<file path="src/rtl/irqd_pkg.sv">
package irqd_pkg;
  localparam int ADDR_W = 12;
  localparam int DATA_W = 32;
  localparam int ID_W   = 10;

  localparam logic [ADDR_W-1:0] OFF_CTRL     = 12'h000;
  localparam logic [ADDR_W-1:0] OFF_EN_SET   = 12'h030;
  localparam logic [ADDR_W-1:0] OFF_EN_CLR   = 12'h034;
  localparam logic [ADDR_W-1:0] OFF_ACK      = 12'h044;
  localparam logic [ADDR_W-1:0] OFF_MASK_SET = 12'h048;
  localparam logic [ADDR_W-1:0] OFF_MASK_CLR = 12'h04C;
  localparam logic [3:0]        ROUTE_PAGE   = 4'h1;

  localparam logic [ID_W-1:0] SPURIOUS_ID = 10'd1023;

  localparam logic BANK_GLOBAL = 1'b0;
  localparam logic BANK_CPU    = 1'b1;

  typedef struct packed {
    logic            en_set;
    logic            en_clr;
    logic            msk_set;
    logic            msk_clr;
    logic            route_wr;
    logic            rd_ctrl;
    logic            rd_ack;
    logic            rd_route;
    logic [ID_W-1:0] wr_idx;
    logic [5:0]      route_idx;
  } dec_t;
endpackage

</file>
<file path="src/rtl/irqd_decode.sv">
module irqd_decode
  import irqd_pkg::*;
#(
  parameter int NUM_SRC = 32
) (
  input  logic              req_valid,
  input  logic              req_write,
  input  logic              req_bank,
  input  logic [ADDR_W-1:0] req_addr,
  input  logic [ID_W-1:0]   req_idx,
  output dec_t              dec
);
  logic in_route;

  always_comb begin
    in_route = (req_addr[11:8] == ROUTE_PAGE) && (req_addr[1:0] == 2'b00) &&
               ({1'b0, req_addr[7:2]} < 7'(NUM_SRC));
  end

  always_comb begin
    dec           = '0;
    dec.wr_idx    = req_idx;
    dec.route_idx = req_addr[7:2];
    if (req_valid) begin
      if (req_bank == BANK_GLOBAL) begin
        if (req_write) begin
          dec.en_set   = (req_addr == OFF_EN_SET);
          dec.en_clr   = (req_addr == OFF_EN_CLR);
          dec.route_wr = in_route;
        end else begin
          dec.rd_ctrl  = (req_addr == OFF_CTRL);
          dec.rd_route = in_route;
        end
      end else begin
        if (req_write) begin
          dec.msk_set = (req_addr == OFF_MASK_SET);
          dec.msk_clr = (req_addr == OFF_MASK_CLR);
        end else begin
          dec.rd_ack  = (req_addr == OFF_ACK);
        end
      end
    end
  end
endmodule

</file>
<file path="src/rtl/irqd_state.sv">
module irqd_state
  import irqd_pkg::*;
#(
  parameter int NUM_SRC = 32,
  parameter int NUM_CPU = 4,
  localparam int CPU_W  = (NUM_CPU > 1) ? $clog2(NUM_CPU) : 1
) (
  input  logic               clk,
  input  logic               rst_n,
  input  dec_t               dec,
  input  logic [CPU_W-1:0]   req_cpu,
  input  logic [NUM_CPU-1:0] route_wdata,
  output logic [NUM_SRC-1:0] en_q,
  output logic [NUM_CPU-1:0] route_q [NUM_SRC],
  output logic [NUM_SRC-1:0] msk_q   [NUM_CPU]
);
  localparam logic [NUM_CPU-1:0] ROUTE_RST = NUM_CPU'(1);

  // Global enables: index-addressed set/clear
  always_ff @(posedge clk) begin
    if (!rst_n) begin
      en_q <= '0;
    end else begin
      for (int s = 0; s < NUM_SRC; s++) begin
        if (dec.en_set && dec.wr_idx == ID_W'(s)) en_q[s] <= 1'b1;
        else if (dec.en_clr && dec.wr_idx == ID_W'(s)) en_q[s] <= 1'b0;
      end
    end
  end

  // Routing words
  always_ff @(posedge clk) begin
    if (!rst_n) begin
      for (int s = 0; s < NUM_SRC; s++) route_q[s] <= ROUTE_RST;
    end else begin
      for (int s = 0; s < NUM_SRC; s++) begin
        if (dec.route_wr && dec.route_idx == 6'(s)) route_q[s] <= route_wdata;
      end
    end
  end

  // Per-CPU masks, one register row per processor
  for (genvar c = 0; c < NUM_CPU; c++) begin : g_mask
    logic hit_cpu;
    always_comb hit_cpu = (req_cpu == CPU_W'(c));

    always_ff @(posedge clk) begin
      if (!rst_n) begin
        msk_q[c] <= '1;
      end else if (hit_cpu) begin
        for (int s = 0; s < NUM_SRC; s++) begin
          if (dec.msk_set && dec.wr_idx == ID_W'(s)) msk_q[c][s] <= 1'b1;
          else if (dec.msk_clr && dec.wr_idx == ID_W'(s)) msk_q[c][s] <= 1'b0;
        end
      end
    end
  end
endmodule

</file>
<file path="src/rtl/irqd_cpu_port.sv">
module irqd_cpu_port
  import irqd_pkg::*;
#(
  parameter int NUM_SRC   = 32,
  parameter int TIMER_SRC = 5
) (
  input  logic [NUM_SRC-1:0] src_in,
  input  logic [NUM_SRC-1:0] en,
  input  logic [NUM_SRC-1:0] route_col,
  input  logic [NUM_SRC-1:0] msk,
  input  logic               ipi,
  input  logic               msg,
  input  logic               tmr,
  output logic               irq,
  output logic [ID_W-1:0]    ack_id
);
  logic [NUM_SRC-1:0] pend;
  logic unused_bits;

  always_comb unused_bits = ^{src_in[1:0], src_in[TIMER_SRC], en[1:0],
                              route_col[1:0], route_col[TIMER_SRC]};

  for (genvar s = 0; s < NUM_SRC; s++) begin : g_src
    if (s == 0) begin : g_ipi
      always_comb pend[s] = ipi & ~msk[s];
    end else if (s == 1) begin : g_msg
      always_comb pend[s] = msg & ~msk[s];
    end else if (s == TIMER_SRC) begin : g_tmr
      always_comb pend[s] = tmr & en[s] & ~msk[s];
    end else begin : g_shared
      always_comb pend[s] = src_in[s] & en[s] & route_col[s] & ~msk[s];
    end
  end

  // Lowest index wins: scan downward so the last hit is the smallest
  always_comb begin
    ack_id = SPURIOUS_ID;
    for (int s = NUM_SRC - 1; s >= 0; s--) begin
      if (pend[s]) ack_id = ID_W'(s);
    end
  end

  always_comb irq = |pend;
endmodule

</file>
<file path="src/rtl/irqd_dist.sv">
module irqd_dist
  import irqd_pkg::*;
#(
  parameter int NUM_SRC   = 32,
  parameter int NUM_CPU   = 4,
  parameter int TIMER_SRC = 5,
  localparam int CPU_W    = (NUM_CPU > 1) ? $clog2(NUM_CPU) : 1,
  localparam int SRC_W    = $clog2(NUM_SRC)
) (
  input  logic               clk,
  input  logic               rst_n,
  input  logic               req_valid,
  input  logic               req_write,
  input  logic               req_bank,
  input  logic [CPU_W-1:0]   req_cpu,
  input  logic [ADDR_W-1:0]  req_addr,
  input  logic [DATA_W-1:0]  req_wdata,
  output logic               rsp_valid,
  output logic [DATA_W-1:0]  rsp_data,
  input  logic [NUM_SRC-1:0] src_in,
  input  logic [NUM_CPU-1:0] ipi_sum,
  input  logic [NUM_CPU-1:0] msg_sum,
  input  logic [NUM_CPU-1:0] ptimer,
  output logic [NUM_CPU-1:0] irq_out
);
  dec_t               dec;
  logic [NUM_SRC-1:0] en_q;
  logic [NUM_CPU-1:0] route_q [NUM_SRC];
  logic [NUM_SRC-1:0] msk_q   [NUM_CPU];
  logic [ID_W-1:0]    ack_ids [NUM_CPU];
  logic [DATA_W-1:0]  rd_next;
  logic               unused_wdata;

  always_comb unused_wdata = ^req_wdata[DATA_W-1:ID_W];

  irqd_decode #(.NUM_SRC(NUM_SRC)) u_decode (
    .req_valid (req_valid),
    .req_write (req_write),
    .req_bank  (req_bank),
    .req_addr  (req_addr),
    .req_idx   (req_wdata[ID_W-1:0]),
    .dec       (dec)
  );

  irqd_state #(.NUM_SRC(NUM_SRC), .NUM_CPU(NUM_CPU)) u_state (
    .clk         (clk),
    .rst_n       (rst_n),
    .dec         (dec),
    .req_cpu     (req_cpu),
    .route_wdata (req_wdata[NUM_CPU-1:0]),
    .en_q        (en_q),
    .route_q     (route_q),
    .msk_q       (msk_q)
  );

  for (genvar c = 0; c < NUM_CPU; c++) begin : g_cpu
    logic [NUM_SRC-1:0] route_col;
    always_comb begin
      for (int s = 0; s < NUM_SRC; s++) route_col[s] = route_q[s][c];
    end

    irqd_cpu_port #(.NUM_SRC(NUM_SRC), .TIMER_SRC(TIMER_SRC)) u_port (
      .src_in    (src_in),
      .en        (en_q),
      .route_col (route_col),
      .msk       (msk_q[c]),
      .ipi       (ipi_sum[c]),
      .msg       (msg_sum[c]),
      .tmr       (ptimer[c]),
      .irq       (irq_out[c]),
      .ack_id    (ack_ids[c])
    );
  end

  // Read data selection
  always_comb begin
    rd_next = '0;
    if (dec.rd_ctrl) begin
      rd_next[ID_W+1:2] = ID_W'(NUM_SRC);
    end else if (dec.rd_ack) begin
      rd_next[ID_W-1:0] = ack_ids[req_cpu];
    end else if (dec.rd_route) begin
      rd_next[NUM_CPU-1:0] = route_q[dec.route_idx[SRC_W-1:0]];
    end
  end

  always_ff @(posedge clk) begin
    if (!rst_n) begin
      rsp_valid <= 1'b0;
      rsp_data  <= '0;
    end else begin
      rsp_valid <= req_valid & ~req_write;
      rsp_data  <= (req_valid & ~req_write) ? rd_next : '0;
    end
  end
endmodule

</file>
<file path="config.mk">
export PLATFORM = sky130hd
export DESIGN_NAME = irqd_dist
export DESIGN_NICKNAME = d
export VERILOG_FILES = /design/src/rtl/irqd_pkg.sv /design/src/rtl/irqd_decode.sv /design/src/rtl/irqd_state.sv /design/src/rtl/irqd_cpu_port.sv /design/src/rtl/irqd_dist.sv
export SDC_FILE = /design/constraint.sdc
export NUM_CORES = 1
export LEC_CHECK = 0
export ABC_AREA = 1
export BUFFER_PORTS_ARGS = -buffer_cell sky130_fd_sc_hd__buf_2
export CAP_MARGIN = 30
export CORE_MARGIN = 2
export CORE_UTILIZATION = 45
export DETAILED_ROUTE_END_ITERATION = 6
export PLACE_DENSITY = 0.65
export SLEW_MARGIN = 20
export SYNTH_ARGS = -nofsm -noshare
export SYNTH_HDL_FRONTEND = slang
export SYNTH_SLANG_ARGS = --single-unit
</file>
<file path="constraint.sdc">
create_clock -name clk -period 2.15 [get_ports clk]
set_clock_uncertainty 0.15 [all_clocks]
set_input_delay 0 -clock clk [delete_from_list [all_inputs] [get_ports clk]]
set_output_delay 0 -clock clk [all_outputs]
set_load 0.05 [all_outputs]
</file>
==> flow_summary.ini, run 1 <==
[global_routing]
grt_max_degree = 188
grt_usage = 0.367
antenna_found_initial = 0
use_met2 = 0.636
top_usage_layer = met2
grt_pass1_wl_mm = 94.4
overflow = 0
grt_pass1_vias = 16100
use_met1 = 0.430
use_met3 = 0.0489

[timing]
fmax_mhz = 361
setup_ws_ns = -0.620
fin_crit_sh = 1.29
relSlewSlack = 0.309
slew_viol_final = 0
rsz0062_at_grt = yes
worst_pin_slew_ns = 1.04
hold-worst-slack_ns = -0.0357
hold_viol = 1
period_minus_slack_ns = 2.77
setup_viol = 9

[detailed_routing]
wl_per_cell_um = 21.3
postRouteAntennaNets = 0
drcViolationCount = 0
drtPass1Iterations = 6
wl_mm = 63.9
post_drt_via_cell_ratio = 5.63
drtIter0Drc = 1542
dr_total_vias = 16900

[die]
die_y_um = 186
ios = 132
num_rows = 66
die-area_um2 = 34500
start_util = 0.456
coreArea_um2 = 32500
die_w_um = 186

[layout]
area_growth_syn_to_layout_pct = 35.4
layout-drive-gt1-share = 0.272
fin_nets = 2639
final_cell_mix = 317 x nand2_1, 283 x dfxtp_1, 282 x buf_4
fin_util = 0.618
antenna_cells = 0
final_common_cell = nand2_1

[synthesis]
synth_cell_types = 38
synth_warnings = 0
syn_inst = 2203
avgSynthCellArea_um2 = 6.74
synth.ff_latch_count = 294
synth-seq-area-share = 0.396
synth_area_um2 = 14900

[power_and_ir_drop]
cellPowerDensity_nw_per_um2 = 607
irDropWorstVdd_v = 0.000628
leakage_nw = 8.19

[critical_path]
crit_arrival_ns = 3.02
worst-setup-path-type = flip-flop to flip-flop
critical-path-max-stage-delay_ns = 0.36
cp_common_cell = nand2_1
path_delay_family = simple AND/OR/NAND/NOR gates
cp_num_buf_inv = 0
critPathSlowestCell = dfxtp_4
cp-start-kind = flip-flop
startpoint = u_state.en_q[30]
cp.required_ns = 2.40
crit_fanout = 4
r2r-start = u_state.en_q[30]
end_kind = flip-flop

[clock_network]
clock-root-buffer = clkbuf_16
h-tree-depth = 2
clock_sinks = 294
clkLatencyLatePin_ns = 0.53
cts_inserted_buffers = 34
clockBufferDepth = 3
cts_tree = yes
path_clk_slew_ns = 0.06

[placement]
port_buffers = 84
post-place-ws_ns = -0.623
place.gp.congestion = 0.976
hpwlAfterDp_mm = 46.9

[hold_path]
holdCritStartpoint = req_addr[6]
min_path_type = input pin to flip-flop

[outcome]
violations = hold timing, setup timing
status = complete, but fails checks

[job]
cap_violations = 0
-- routing by layer --
layer	share of wire	wire (um)	up-vias
li1	-	-	8033
met1	0.39	24700	7907
met2	0.48	30600	775
met3	0.067	4310	227
met4	0.068	4350	0
met5	0	0	-
-- synth_stat cells (all sizes together) --
master    n  area, um2
nand2   362       1360
inv     339       1270
o21ai   300       1500
dfxtp   294       5890
nor2    199        747
o211ai  149       1120
a21oi   141        706
nor3    113        571
clkbuf   96        360
nand3    57        285
o22ai    56        350
buf      35        241
nand4    18        113
nor4      9       62.6
a221oi    4       35.0
a22oi     4       30.0
a31oi     4       25.0
clkinv    4       15.0
o221ai    4       35.0
o31ai     3       22.5
bufinv    2       35.0
a211oi    1       7.51
a21boi    1       7.51
a32o      1       10.0
a41oi     1       8.76
conb      1       3.75
nand3b    1       7.51
o21bai    1       7.51
o311ai    1       8.76
o32ai     1       8.76
o41ai     1       8.76
-- state kept, by name, indices dropped and copies added, names as in the netlist --
name	cells
rsp_data	7
rsp_valid	1
u_state.en_q	30
u_state.msk_q	128
u_state.route_q	128
-- worst min-delay path: cells and delay by family --
family | cells | cell delay, ns
compound gates | 1 | 0.10
buf+inv | 2 | 0.31
simple gates | 2 | 0.17
-- metrics by stage --
stage | std cells | power (W) | setup TNS (ns) | area, um2
after floorplan | 2224 | 0.00603 | -0.106 | 14900
after global placement | 2898 | 0.00632 | -2.23 | 17500
after detailed placement | 2898 | 0.00633 | -2.31 | 17500
after CTS | 2998 | 0.0122 | -12.48 | 19400
after global routing | 3007 | 0.0125 | -3.79 | 20100
final | 3007 | 0.0122 | -2.44 | 20100
-- power by group --
| part | total, W | internal (W) | switching (W) |
|---|---|---|---|
| clock | 0.00590 | 0.00348 | 0.00242 |
| combinational | 0.000865 | 0.000220 | 0.000645 |
| sequential | 0.00545 | 0.00544 | 0.000000167 |
-- timing repair --
action,4_1_cts,5_1_grt
endpoints found under the hold margin,225,4
setup endpoints to repair,10,154
gates resized for setup,122,227
buffers inserted,10,10
hold buffers,34,2
pin swaps,28,34
-- final timing paths --
kind                            slack (ns)  cells past startpoint                   end
worst max register to register       -0.62                     35           rsp_data[0]
worst max-delay path                 -0.62                     35           rsp_data[0]
worst min register to register        0.30                      2  u_state.route_q[107]
worst min-delay path                 -0.04                      5           rsp_data[1]
-- area by class of cell --
type,count,area [um2]
multi-input combinational,1454,8050
clock buffer,44,948
fill,3037,12400
sequential,294,5900
timing repair buffer,415,3140
tap,442,553
inverter,345,1340
clock inverter,13,166
-- kinds of logic (layout without fill, tap and decap cells) --
kind of cell | Yosys count | in the layout | synth area share
AO/OA/AOI/OAI | 673 | 673 | 0.262
AND/OR/NAND/NOR | 759 | 759 | 0.212
buffers and inverters | 476 | 817 | 0.130
other | 1 | 22 | 0.000252
flip-flops | 294 | 294 | 0.396
Note: power is estimated with default switching activity, not from simulation.
==> run 2, diff against run 1 <==
HOLD_SLACK_MARGIN = 0.15   (was not set)
==> run 2 against run 1 <==
  * The flow finishes with violations (setup timing)
  * Sequential share of layout area shrank 0.31 points
  * Sequential cell count is the same
  * Sequential power is essentially flat
  * Fmax grew 0.13%
  * Largest power group unchanged
  * First-iteration DRC count grew 4.9%
  * Routed wire length grew 1.0%
==> flow_summary.ini, run 2 (synthesis results as in run 1) <==
[die]
ios = 132
start_util = 0.456
die-area_um2 = 34500
coreArea_um2 = 32500
die_w_um = 186
num_rows = 66
die_y_um = 186

[critical_path]
end_kind = flip-flop
worst_r2r_path_depth = 35
crit_fanout = 4
r2r-start = u_state.en_q[30]
critPathSlowestCell = dfxtp_4
startpoint = u_state.en_q[30]
worst-setup-path-type = flip-flop to flip-flop
cp_num_buf_inv = 0
cp.required_ns = 2.41
crit_arrival_ns = 3.03
reg2reg_to = rsp_data[0]
critical-path-max-stage-delay_ns = 0.37
cp_common_cell = nand2_1
cp-start-kind = flip-flop
path_delay_family = simple AND/OR/NAND/NOR gates
rrSetupSlack_ns = -0.62

[power_and_ir_drop]
cellPowerDensity_nw_per_um2 = 603
irDropWorstVdd_v = 0.000629
leakage_nw = 8.34

[clock_network]
cts_inserted_buffers = 34
path_clk_slew_ns = 0.07
h-tree-depth = 2
cts_tree = yes
clock-root-buffer = clkbuf_16
clock_sinks = 294
clockBufferDepth = 3
clkLatencyLatePin_ns = 0.53

[global_routing]
overflow = 0
grt_max_degree = 188
grt_usage = 0.369
antenna_found_initial = 0
grt_pass1_vias = 16100
grt_pass1_wl_mm = 94.6

[layout]
fin_util = 0.625
layout-drive-gt1-share = 0.275
final_common_cell = nand2_1
area_growth_syn_to_layout_pct = 36.9
largestRegisters = u_state.msk_q: 128 flops, u_state.route_q: 128 flops, u_state.en_q: 30 flops
instances_no_fill = 3035
final_cell_mix = 317 x nand2_1, 286 x buf_4, 281 x dfxtp_1
stdcell_area_um2 = 20300
fin_nets = 2667
antenna_cells = 0

[hold_path]
min_to = u_state.msk_q[32]
min_path_type = input pin to flip-flop
hold_depth = 7
holdCritStartpoint = req_wdata[7]

[detailed_routing]
wl_mm = 64.6
post_drt_via_cell_ratio = 5.64
postRouteAntennaNets = 0
wl_per_cell_um = 21.3
drtPass1Iterations = 6
dr_total_vias = 17100
drcViolationCount = 0
drtIter0Drc = 1618

[timing]
slew_viol_final = 0
worst_pin_slew_ns = 1.01
relSlewSlack = 0.328
period_minus_slack_ns = 2.77
fin_crit_sh = 1.29
fin_setup_tns_ns = -35.21
fmax_mhz = 361
setup_viol = 215
hold_viol = 0
rsz0062_at_grt = yes
setup_ws_ns = -0.617

[placement]
place.gp.congestion = 0.976
port_buffers = 84
place_area_um2 = 17500
hpwlAfterDp_mm = 46.9
place_inst = 2898

[outcome]
status = complete, but fails checks
violations = setup timing

[job]
cap_violations = 0
[run 2: worst max-delay path by stage]
stage | endpoint | cells after the start
final | rsp_data[0] | 35
after CTS | rsp_data[0] | 35
after global placement | rsp_data[0] | 35
after global routing | rsp_data[0] | 35
after detailed placement | rsp_data[0] | 35
after floorplan | rsp_data[0] | 36
[run 2: worst reg2reg max path: cells and delay by family, from the launching register on]
family / cells / cell delay (ns)
compound gates: 2 / 0.18
flops: 1 / 0.37
simple gates: 33 / 1.98
[run 2: area by class of cell]
type	instances	area [um2]
multi-input combinational	1454	8010
clock buffer	44	948
sequential	294	5910
timing repair buffer	443	3400
fill	3003	12200
tap	442	553
inverter	345	1340
clock inverter	13	166
[run 2: repair_timing]
item	CTS	global route
hold buffers	50	12
pin swaps	28	42
gates resized for setup	122	179
buffers inserted	10	20
endpoints found under the hold margin	294	62
endpoints found under the setup margin	10	271
[run 2: where the power goes]
group	leakage, nW	switching, W	internal, W	total (W)
clock network	0.553	0.00243	0.00348	0.00592
logic	5.41	0.000661	0.000239	0.000900
registers	2.38	0.000000167	0.00544	0.00544
[run 2: per-layer routing]
metal  track usage  vias to the layer above  wire, um
met2         0.642                      835     30700
li1              -                     8097         -
met1         0.432                     7947     24500
met4         0.223                        0      4610
met3        0.0479                      232      4730
met5             0                        -         0
[run 2: through the flow]
stage               power, W  hold WS [ns]  setup WS (ns)
floorplan            0.00603        0.0389         -0.106
global route          0.0125         0.171         -0.958
detailed placement   0.00633         0.241         -0.623
finish                0.0123        0.0847         -0.617
CTS                   0.0122       -0.0630         -0.578
global placement     0.00632         0.231         -0.595
